$ cat src/rtl/dbca_pkg.sv
`timescale 1ns/1ps
package dbca_pkg;
  typedef enum logic [1:0] {
    DIR_NONE = 2'd0,
    DIR_CHG  = 2'd1,
    DIR_DSG  = 2'd2
  } dir_e;
endpackage

$ cat src/rtl/dbca_correct.sv
`timescale 1ns/1ps
// Offset subtraction and raw range check.
module dbca_correct #(
  parameter int SAMPLE_W  = 16,
  parameter int OFS_W     = 16,
  parameter int CW        = 18,
  parameter int RANGE_LIM = 20408
) (
  input  logic signed [SAMPLE_W-1:0] raw,
  input  logic signed [OFS_W-1:0]    iofs,
  input  logic signed [OFS_W-1:0]    eofs,
  output logic signed [CW-1:0]       corr,
  output logic                       oor
);
  localparam int XW = SAMPLE_W + 1;
  logic signed [XW-1:0] raw_x;
  logic        [XW-1:0] raw_mag;

  always_comb begin
    corr    = CW'(raw) - CW'(iofs) - CW'(eofs);
    raw_x   = XW'(raw);
    raw_mag = raw_x[XW-1] ? -raw_x : raw_x;
    oor     = raw_mag > XW'(RANGE_LIM);
  end
endmodule

$ cat src/rtl/dbca_deadband.sv
`timescale 1ns/1ps
// Magnitude dead-band classifier.
module dbca_deadband
  import dbca_pkg::*;
#(
  parameter int CW    = 18,
  parameter int THR_W = 15
) (
  input  logic signed [CW-1:0] corr,
  input  logic [THR_W-1:0]     thr,
  output dir_e                 cls,
  output logic [CW-1:0]        mag
);
  localparam int CMP_W = ((CW > THR_W) ? CW : THR_W) + 1;
  logic [CMP_W-1:0] mag_x;
  logic [CMP_W-1:0] thr_x;
  logic             hit;

  always_comb begin
    mag   = corr[CW-1] ? -corr : corr;
    mag_x = CMP_W'(mag);
    thr_x = CMP_W'(thr);
    if (thr == '0) hit = (corr != '0);
    else           hit = (mag_x >= thr_x);
    if (!hit)              cls = DIR_NONE;
    else if (corr[CW-1])   cls = DIR_DSG;
    else                   cls = DIR_CHG;
  end
endmodule

$ cat src/rtl/dbca_sat_uacc.sv
`timescale 1ns/1ps
// Unsigned accumulator that holds at all-ones.
module dbca_sat_uacc #(
  parameter int ACC_W = 32
) (
  input  logic             clk,
  input  logic             rst_n,
  input  logic             clr,
  input  logic             en,
  input  logic [ACC_W-1:0] add,
  output logic [ACC_W-1:0] acc
);
  logic [ACC_W:0] sum;
  assign sum = {1'b0, acc} + {1'b0, add};

  always_ff @(posedge clk or negedge rst_n) begin
    if (!rst_n)          acc <= '0;
    else if (clr)        acc <= '0;
    else if (en) begin
      if (sum[ACC_W])    acc <= '1;
      else               acc <= sum[ACC_W-1:0];
    end
  end
endmodule

$ cat src/rtl/dbca_sat_sacc.sv
`timescale 1ns/1ps
// Signed accumulator that holds at its extremes.
module dbca_sat_sacc #(
  parameter int ACC_W = 32
) (
  input  logic                    clk,
  input  logic                    rst_n,
  input  logic                    clr,
  input  logic                    en,
  input  logic signed [ACC_W-1:0] delta,
  output logic signed [ACC_W-1:0] acc
);
  localparam logic signed [ACC_W-1:0] POS_LIM = {1'b0, {(ACC_W-1){1'b1}}};
  localparam logic signed [ACC_W-1:0] NEG_LIM = {1'b1, {(ACC_W-1){1'b0}}};
  logic signed [ACC_W:0] sum;
  logic                  ovf;

  assign sum = {acc[ACC_W-1], acc} + {delta[ACC_W-1], delta};
  assign ovf = sum[ACC_W] ^ sum[ACC_W-1];

  always_ff @(posedge clk or negedge rst_n) begin
    if (!rst_n)        acc <= '0;
    else if (clr)      acc <= '0;
    else if (en) begin
      if (ovf)         acc <= sum[ACC_W] ? NEG_LIM : POS_LIM;
      else             acc <= sum[ACC_W-1:0];
    end
  end
endmodule

$ cat src/rtl/charge_deadband_acc.sv
`timescale 1ns/1ps
module charge_deadband_acc
  import dbca_pkg::*;
#(
  parameter int SAMPLE_W  = 16,
  parameter int OFS_W     = 16,
  parameter int THR_W     = 15,
  parameter int ACC_W     = 32,
  parameter int RANGE_LIM = 20408
) (
  input  logic                       clk,
  input  logic                       rst_n,
  input  logic                       clr,
  input  logic                       s_valid,
  output logic                       s_ready,
  input  logic signed [SAMPLE_W-1:0] s_sample,
  input  logic signed [OFS_W-1:0]    int_ofs,
  input  logic signed [OFS_W-1:0]    ext_ofs,
  input  logic [THR_W-1:0]           db_thresh,
  output logic [ACC_W-1:0]           chg_acc,
  output logic [ACC_W-1:0]           dsg_acc,
  output logic signed [ACC_W-1:0]    net_acc,
  output logic                       acc_upd,
  output logic                       range_err
);
  localparam int CW = ((SAMPLE_W > OFS_W) ? SAMPLE_W : OFS_W) + 2;
  localparam int NDIR = 2;

  logic                 take;
  logic signed [CW-1:0] corr_c;
  logic                 oor_c;
  dir_e                 cls_c;
  logic [CW-1:0]        mag_c;

  // stage register between classification and accumulation
  logic                 st_vld;
  dir_e                 st_cls;
  logic [CW-1:0]        st_mag;
  logic signed [CW-1:0] st_corr;
  logic                 st_oor;

  assign s_ready = ~clr;
  assign take    = s_valid & s_ready;

  dbca_correct #(
    .SAMPLE_W(SAMPLE_W), .OFS_W(OFS_W), .CW(CW), .RANGE_LIM(RANGE_LIM)
  ) u_correct (
    .raw(s_sample), .iofs(int_ofs), .eofs(ext_ofs), .corr(corr_c), .oor(oor_c)
  );

  dbca_deadband #(.CW(CW), .THR_W(THR_W)) u_deadband (
    .corr(corr_c), .thr(db_thresh), .cls(cls_c), .mag(mag_c)
  );

  always_ff @(posedge clk or negedge rst_n) begin
    if (!rst_n) begin
      st_vld  <= 1'b0;
      st_cls  <= DIR_NONE;
      st_mag  <= '0;
      st_corr <= '0;
      st_oor  <= 1'b0;
    end else if (clr) begin
      st_vld  <= 1'b0;
    end else begin
      st_vld <= take;
      if (take) begin
        st_cls  <= cls_c;
        st_mag  <= mag_c;
        st_corr <= corr_c;
        st_oor  <= oor_c;
      end
    end
  end

  // directional totals: index 0 charge, index 1 discharge
  logic [NDIR-1:0]  dir_en;
  logic [ACC_W-1:0] dir_acc [NDIR];
  logic [ACC_W-1:0] dir_add;

  assign dir_add   = ACC_W'(st_mag);
  assign dir_en[0] = st_vld & (st_cls == DIR_CHG);
  assign dir_en[1] = st_vld & (st_cls == DIR_DSG);

  generate
    for (genvar g = 0; g < NDIR; g++) begin : g_dir
      dbca_sat_uacc #(.ACC_W(ACC_W)) u_uacc (
        .clk(clk), .rst_n(rst_n), .clr(clr), .en(dir_en[g]),
        .add(dir_add), .acc(dir_acc[g])
      );
    end
  endgenerate

  assign chg_acc = dir_acc[0];
  assign dsg_acc = dir_acc[1];

  logic signed [ACC_W-1:0] net_delta;
  assign net_delta = ACC_W'(st_corr);

  dbca_sat_sacc #(.ACC_W(ACC_W)) u_net (
    .clk(clk), .rst_n(rst_n), .clr(clr), .en(st_vld & (st_cls != DIR_NONE)),
    .delta(net_delta), .acc(net_acc)
  );

  always_ff @(posedge clk or negedge rst_n) begin
    if (!rst_n) begin
      acc_upd   <= 1'b0;
      range_err <= 1'b0;
    end else begin
      acc_upd   <= st_vld & ~clr;
      range_err <= st_vld & st_oor & ~clr;
    end
  end
endmodule

$ cat config.mk
export PLATFORM = sky130hd
export DESIGN_NAME = charge_deadband_acc
export DESIGN_NICKNAME = d
export VERILOG_FILES = /design/src/rtl/dbca_pkg.sv /design/src/rtl/dbca_correct.sv /design/src/rtl/dbca_deadband.sv /design/src/rtl/dbca_sat_uacc.sv /design/src/rtl/dbca_sat_sacc.sv /design/src/rtl/charge_deadband_acc.sv
export SDC_FILE = /design/constraint.sdc
export NUM_CORES = 1
export LEC_CHECK = 0
export BUFFER_PORTS_ARGS = -buffer_cell sky130_fd_sc_hd__buf_4
export CORE_MARGIN = 2
export CORE_UTILIZATION = 55
export CTS_BUF_LIST = sky130_fd_sc_hd__clkbuf_16
export CTS_CLUSTER_DIAMETER = 60
export DETAILED_ROUTE_END_ITERATION = 10
export PLACE_DENSITY_LB_ADDON = 0.12
export REMOVE_ABC_BUFFERS = 1
export SLEW_MARGIN = 20
export SYNTH_ARGS = -nofsm -noshare
export SYNTH_HDL_FRONTEND = slang
export SYNTH_HIERARCHICAL = 1
export SYNTH_SLANG_ARGS = --single-unit
$ cat constraint.sdc
create_clock -name clk -period 4.4 [get_ports clk]
set_clock_uncertainty 0.05 [all_clocks]
set_input_delay 0.88 -clock clk [delete_from_list [all_inputs] [get_ports clk]]
set_output_delay 0.88 -clock clk [all_outputs]
set_load 0.005 [all_outputs]
==> results of run 1 <==
## per-layer routing
layer | wire length [um] | part of all wire [%] | GRT usage [%] | vias to the layer above
met5 | 0 | 0 | 0 | -
met4 | 849 | 2.4 | 9.05 | 0
met3 | 1360 | 3.9 | 3.70 | 60
met2 | 17100 | 49 | 48.6 | 275
met1 | 15400 | 44 | 35.9 | 5814
li1 | - | - | - | 5969
## worst paths after layout
kind                                       start                             endpoint  cells after the start  slack (ps)
setup / recovery                      int_ofs[2]                st_cls[1]$_DFFE_PN0P_                     21        -570
hold / removal                st_oor$_DFFE_PN0P_                  range_err$_DFF_PN0_                      1         430
setup reg to reg           st_mag[0]$_DFFE_PN0P_   g_dir[1].u_uacc/acc[6]$_DFFE_PN0P_                     12         800
hold reg to reg               st_oor$_DFFE_PN0P_                  range_err$_DFF_PN0_                      1         430
max in group asynchronous                  rst_n                   st_oor$_DFFE_PN0P_                      2        2950
min in group asynchronous                  rst_n  g_dir[1].u_uacc/acc[26]$_DFFE_PN0P_                      1         490
## power by group through the flow
stage               combinational [uW]  clock [uW]  sequential [uW]
global route                      5410        1480             1950
global placement                  4470           0             1920
CTS                               4770        1420             1910
finish                            4910        1390             1910
floorplan                         3140           0             1820
detailed placement                4560           0             1920
## cells in the mapped netlist (22+ instances only)
master	number
a21oi_1	109
a211oi_1	35
ha_1	130
dfrtp_1	138
xor2_1	38
nor3_1	22
clkbuf_1	34
nand3_1	27
nor2_1	142
inv_1	83
nand2_1	124
o21ai_0	47
a21o_1	46
xnor2_1	75
o21ai_1	38
mux2_2	37
## timing repair
action	4_1_cts	5_1_grt
gates resized for setup	31	24
setup endpoints to repair	3	5
pin swaps	30	29
setup buffers	12	3
## cell type report
| type | instances | area, um2 | share of cell area (%) |
|---|---|---|---|
| multi-input combinational | 1233 | 9340 | 57.6 |
| timing repair buffer | 283 | 2150 | 13.3 |
| clock inverter | 14 | 134 | 0.826 |
| sequential | 138 | 3450 | 21.3 |
| tap | 319 | 399 | 2.46 |
| inverter | 84 | 315 | 1.94 |
| clock buffer | 17 | 425 | 2.62 |
## metrics by stage
step	hold slack, ps	setup slack (ps)
detailed placement	420	-1220
finish	428	-574
global route	464	-723
global placement	417	-1070
CTS	428	-538
floorplan	399	-798
## sequential cells by signal, indices dropped and copies added, names as in the netlist
name              flops
g_dir.u_uacc/acc     64
u_net/acc            32
st_corr              18
st_mag               18
st_cls                2
acc_upd               1
range_err             1
st_oor                1
st_vld                1
## kinds of logic after synthesis
| group | Yosys count |
|---|---|
| AOI/OAI and AO/OA | 452 |
| xor gates and xnor gates | 113 |
| adders and majority gates | 149 |
| buffers and inverters | 142 |
| DFF | 138 |
| muxes | 42 |
| other | 1 |
| and+or+nand+nor | 449 |
## worst max-delay path, stage by stage
cell and delay [ps]:
buf_4 110, inv_1 80, fa_1 490, ha_4 320
nor2b_4 130, o21ai_2 60, a21boi_2 190, o21a_1 160
nor2_2 40, xnor2_1 130, or4_4 430, or3_4 380
o41ai_4 340, xnor2_2 160, ha_1 270, a21oi_2 150
o21a_1 170, o211ai_1 120, a22oi_2 230, a31oi_1 110
mux2_4 280
## placed cells by master (no fill, tap or decap), types with 17 or more instances in the layout
cell type / Yosys / routed
o221a_2: 19 / 19
conb_1: 1 / 28
a211oi_1: 35 / 35
xnor2_1: 75 / 69
fa_1: 19 / 18
o21ai_0: 47 / 47
o21ai_1: 38 / 35
inv_1: 83 / 80
mux2_2: 37 / 35
nor2_1: 142 / 139
nand2_1: 124 / 122
xor2_1: 38 / 37
nand3_1: 27 / 25
clkbuf_16: 0 / 17
a21oi_1: 109 / 100
a21o_1: 46 / 46
nand4_1: 20 / 20
dfrtp_1: 138 / 138
ha_1: 130 / 126
nor3_1: 22 / 22
buf_4: 2 / 279
==> impl_metrics.toml, run 1 <==
[outcome]
status = "complete, but fails checks"
violations = "setup timing"

[yosys]
synthCells = 1486
synth.distinct_cells = 104
synth_ff_type = "dfrtp_1"
synth_top_cell_by_area = "dfrtp_1"
synthTopCellsByArea = "dfrtp_1 (27%), ha_1 (12%), xnor2_1 (5.0%)"
yosys.area_share.simple_pct = 16.9
synth_seq_cells = 138
synth_area_um2 = 13000
synth-seq-area-share_pct = 26.5
synth_compound_area_share_pct = 25.0
synth-xor-area-share_pct = 7.60
synth_top_family_by_area = "compound AO/OA/AOI/OAI gates"
async_flop_share_pct = 100
synth_edf_count = 0
synth_top_area_share_pct = 26.5
yosys.area_share.adder_pct = 15.4
synth.area.mux_share_pct = 3.67
synth.avg_cell_area_um2 = 8.76
ys_warn_count = 6

[layout]
stdcell_count = 2088
syn_to_final_growth_pct = 24.5
final_core_util_pct = 69.5
fin_nets = 1973
fillers = 1924
antennaDiodeCount = 0
drive_gt1_share_pct = 26.9
fin_area_um2 = 16200

[placed_design]
hpwl_um = 26100
gp_congestion = 0.949
port_buffers = 165
dp.cells = 2041
dpl-instance-area_um2 = 15200

[routing]
detail-route-antenna-nets = 0
drt-vias-per-instance = 5.80
wl_per_cell_um = 16.6
drc = 0
firstDrtPassIters = 6
via_count = 12100
wl_um = 34800
dr.first_iter.drc_count = 722

[power_and_ir_drop]
seqPwrFrac_pct = 23.2
clockPowerShare_pct = 17.0
intPower_uw = 4710
peakVddDrop_uv = 314
sw_frac_of_total_pct = 42.7
power.total_uw = 8210
power_frac_comb_pct = 59.8
power_switching_uw = 3510
p_per_area_nw_per_um2 = 507
power_leakage_uw = 0.00784

[die]
core_um2 = 23300
fp.dieW_um = 158
die_h_um = 158
start_util_pct = 55.8
die_area_um2 = 24900
rows = 56
ios = 166

[flow_run]
drv_cap = 0

[min_path]
worstHoldPathType = "register to register"

[cts]
htreeDepth = 4
cts_sinks = 138
cts_hold_buf = 0
cts_made_buffers = 17
path_clk_slew_ps = 60
cts_tree = "done"
clockBufferDepth = 2
clockRootBuffer = "clkbuf_16"
clock_latency_ps = 430

[timing]
fin_ws_ps = -574
setup_viol = 2
finalSetupTns_ps = -1140
slew_viol_final = 0
rsz0062_at_grt = "true"
max_freq_mhz = 201
period_needed_ps = 4970
slew_headroom_pct = 38.6
fin_crit_sh_pct = 113
hold_viol = 0
tightestPinTransition_ps = 920

[global_route]
overflow = 0
antenna_found_initial = 0
grt_util_all_layers_pct = 27.9
grt_max_degree = 100
grt_pass1_vias = 11700
grt_pass1_wl_um = 56400

[worst_setup_path]
worst-setup-path-type = "primary input to register"
crit_path_end_kind = "register"
startpoint_type = "primary input"
cp.arrival_ps = 5230
cp.required_ps = 4650
worstPathMaxFanout = 3
(Power assumes the default switching activity.)
==> run 2, diff against run 1 <==
--- a/config.mk
+++ b/config.mk
@@ -11,7 +11,7 @@
 export CTS_BUF_LIST = sky130_fd_sc_hd__clkbuf_16
 export CTS_CLUSTER_DIAMETER = 60
 export DETAILED_ROUTE_END_ITERATION = 10
-export PLACE_DENSITY_LB_ADDON = 0.12
+export PLACE_DENSITY = 0.76
 export REMOVE_ABC_BUFFERS = 1
 export SLEW_MARGIN = 20
 export SYNTH_ARGS = -nofsm -noshare
==> impl_metrics.toml, run 2 (same netlist as run 1, synthesis figures left out) <==
[die]
ios = 166
die_h_um = 158
rows = 56
die_area_um2 = 24900
fp.dieW_um = 158
start_util_pct = 55.8
core_um2 = 23300

[power_and_ir_drop]
p_per_area_nw_per_um2 = 517
peakVddDrop_uv = 351
power_leakage_uw = 0.00792

[flow_run]
drv_cap = 0

[routing]
wl_um = 35900
detail-route-antenna-nets = 0
firstDrtPassIters = 5
drt-vias-per-instance = 5.92
wl_per_cell_um = 17.1
via_count = 12400
dr.first_iter.drc_count = 609
drc = 0

[global_route]
grt_pass1_wl_um = 56900
overflow = 0
antenna_found_initial = 0
grtUsageMet3_pct = 3.07
top_usage_layer = "met2"
met2_usage_pct = 50.9
grt_pass1_vias = 12000
met1_usage_pct = 34.4
grt_max_degree = 96
grt_util_all_layers_pct = 27.9

[outcome]
violations = "setup timing"
status = "complete, but fails checks"

[layout]
largest_register_ffs = 64
final_common_cell = "buf_4"
fin_area_um2 = 16300
largestRegisters = "g_dir.u_uacc/acc: 64 flops, u_net/acc: 32 flops"
drive_gt1_share_pct = 27.2
fin_nets = 1983
syn_to_final_growth_pct = 25.3
top_register = "g_dir.u_uacc/acc"
antennaDiodeCount = 0
final_cell_mix = "buf_4 (288), dfrtp_1 (138), nor2_1 (137)"

[min_path]
worstHoldPathType = "register to register"
hold_end = "range_err$_DFF_PN0_"
min_from = "st_oor$_DFFE_PN0P_"
min_path_cells = 1

[cts]
clock_latency_ps = 420
cts_hold_buf = 0
cts_sinks = 138
cts_made_buffers = 17
clockRootBuffer = "clkbuf_16"
path_clk_slew_ps = 60
htreeDepth = 4
clockBufferDepth = 2
cts_tree = "done"

[worst_setup_path]
max_stage_delay_ps = 590
worst-setup-path-type = "primary input to register"
cp_cell_sequence = "buf_6 > fa_1 > ha_4 > nor2b_4 > o21ai_2 > buf_4 > a21boi_4 > o21a_1 > nor2_2 > xnor2_2 > or4_4 > or3_4 > o41ai_4 > xnor2_2 > ha_1 > a21oi_2 > o21a_1 > o211ai_1 > a22oi_2 > a31oi_1 > mux2_4"
startpoint_type = "primary input"
r2r_setup_slack_ps = 540
slowest_stage = "fa_1"
timing.rr.end = "u_net/acc[5]$_DFFE_PN0P_"
cp.arrival_ps = 5410
crit_path_end_kind = "register"
worstPathMaxFanout = 4
r2r-start = "u_net/acc[0]$_DFFE_PN0P_"
cp.required_ps = 4660
reg2reg_depth = 13

[timing]
slew_headroom_pct = 41.4
fin_crit_sh_pct = 117
setup_viol = 2
fin_ws_ps = -755
period_needed_ps = 5150
tightestPinTransition_ps = 880
slew_viol_final = 0
max_freq_mhz = 194
rsz0062_at_grt = "true"
hold_ws_ps = 454
hold_viol = 0

[placed_design]
dpl-instance-area_um2 = 15300
port_buffers = 165
place_ws_ps = -1220
gp_congestion = 0.914
hpwl_um = 26500
==> run 2: changes by cell type in the layout (fill, tap and decap cells not counted), sizes merged <==
| cell | delta |
|---|---|
| clkinvlp | -2 |
| inv | +1 |
| buf | +10 |
| bufinv | +1 |
==> run 2: worst max-delay path by stage <==
stage               cells past startpoint                    end         from
floorplan                              19  st_cls[0]$_DFFE_PN0P_   int_ofs[0]
global placement                       20  st_cls[0]$_DFFE_PN0P_  s_sample[2]
detailed placement                     20  st_cls[1]$_DFFE_PN0P_  s_sample[2]
CTS                                    20  st_cls[1]$_DFFE_PN0P_  s_sample[2]
global route                           21  st_cls[0]$_DFFE_PN0P_  s_sample[2]
finish                                 21  st_cls[1]$_DFFE_PN0P_  s_sample[2]
==> run 2: layout make-up <==
type / count / area (um2)
clock buffer: 17 / 425
clock inverter: 14 / 173
fill: 1850 / 7010
inverter: 84 / 315
multi-input combinational: 1233 / 9320
sequential: 138 / 3450
tap: 319 / 399
timing repair buffer: 293 / 2240
==> run 2: repair_timing <==
action	CTS	global route
setup buffers	19	5
pin swaps	12	31
gates resized for setup	15	38
setup endpoints to repair	3	6
==> run 2: per-stage QoR <==
stage,instances,setup TNS (ps),util [%],power [uW]
final,2098,-1500,70.0,8450
after detailed placement,2045,-4870,65.5,6510
after floorplan,1455,-1670,-,4960
after global routing,2098,-2000,70.0,9040
after CTS,2095,-1260,68.9,8180
after global placement,2045,-3590,65.5,6370
==> run 2: metal layers <==
layer	part of all wire, %	vias to the layer above
li1	-	5989
met1	42	6000
met2	51	369
met3	4.0	63
met4	2.6	0
met5	0	-
==> run 2: power breakdown <==
| part | internal [uW] | leakage (uW) | switching (uW) |
|---|---|---|---|
| clock | 892 | 0.000289 | 584 |
| combinational | 2360 | 0.00581 | 2690 |
| sequential | 1580 | 0.00182 | 343 |
==> run 2: worst max-delay path: cells and delay by family <==
family                     cells  cell delay, ps
adders and majority gates      3            1100
muxes                          1             270
and+or+nand+nor                4            1090
xor gates and xnor gates       2             270
buffers and inverters          2             250
AOI/OAI and AO/OA              9            1520
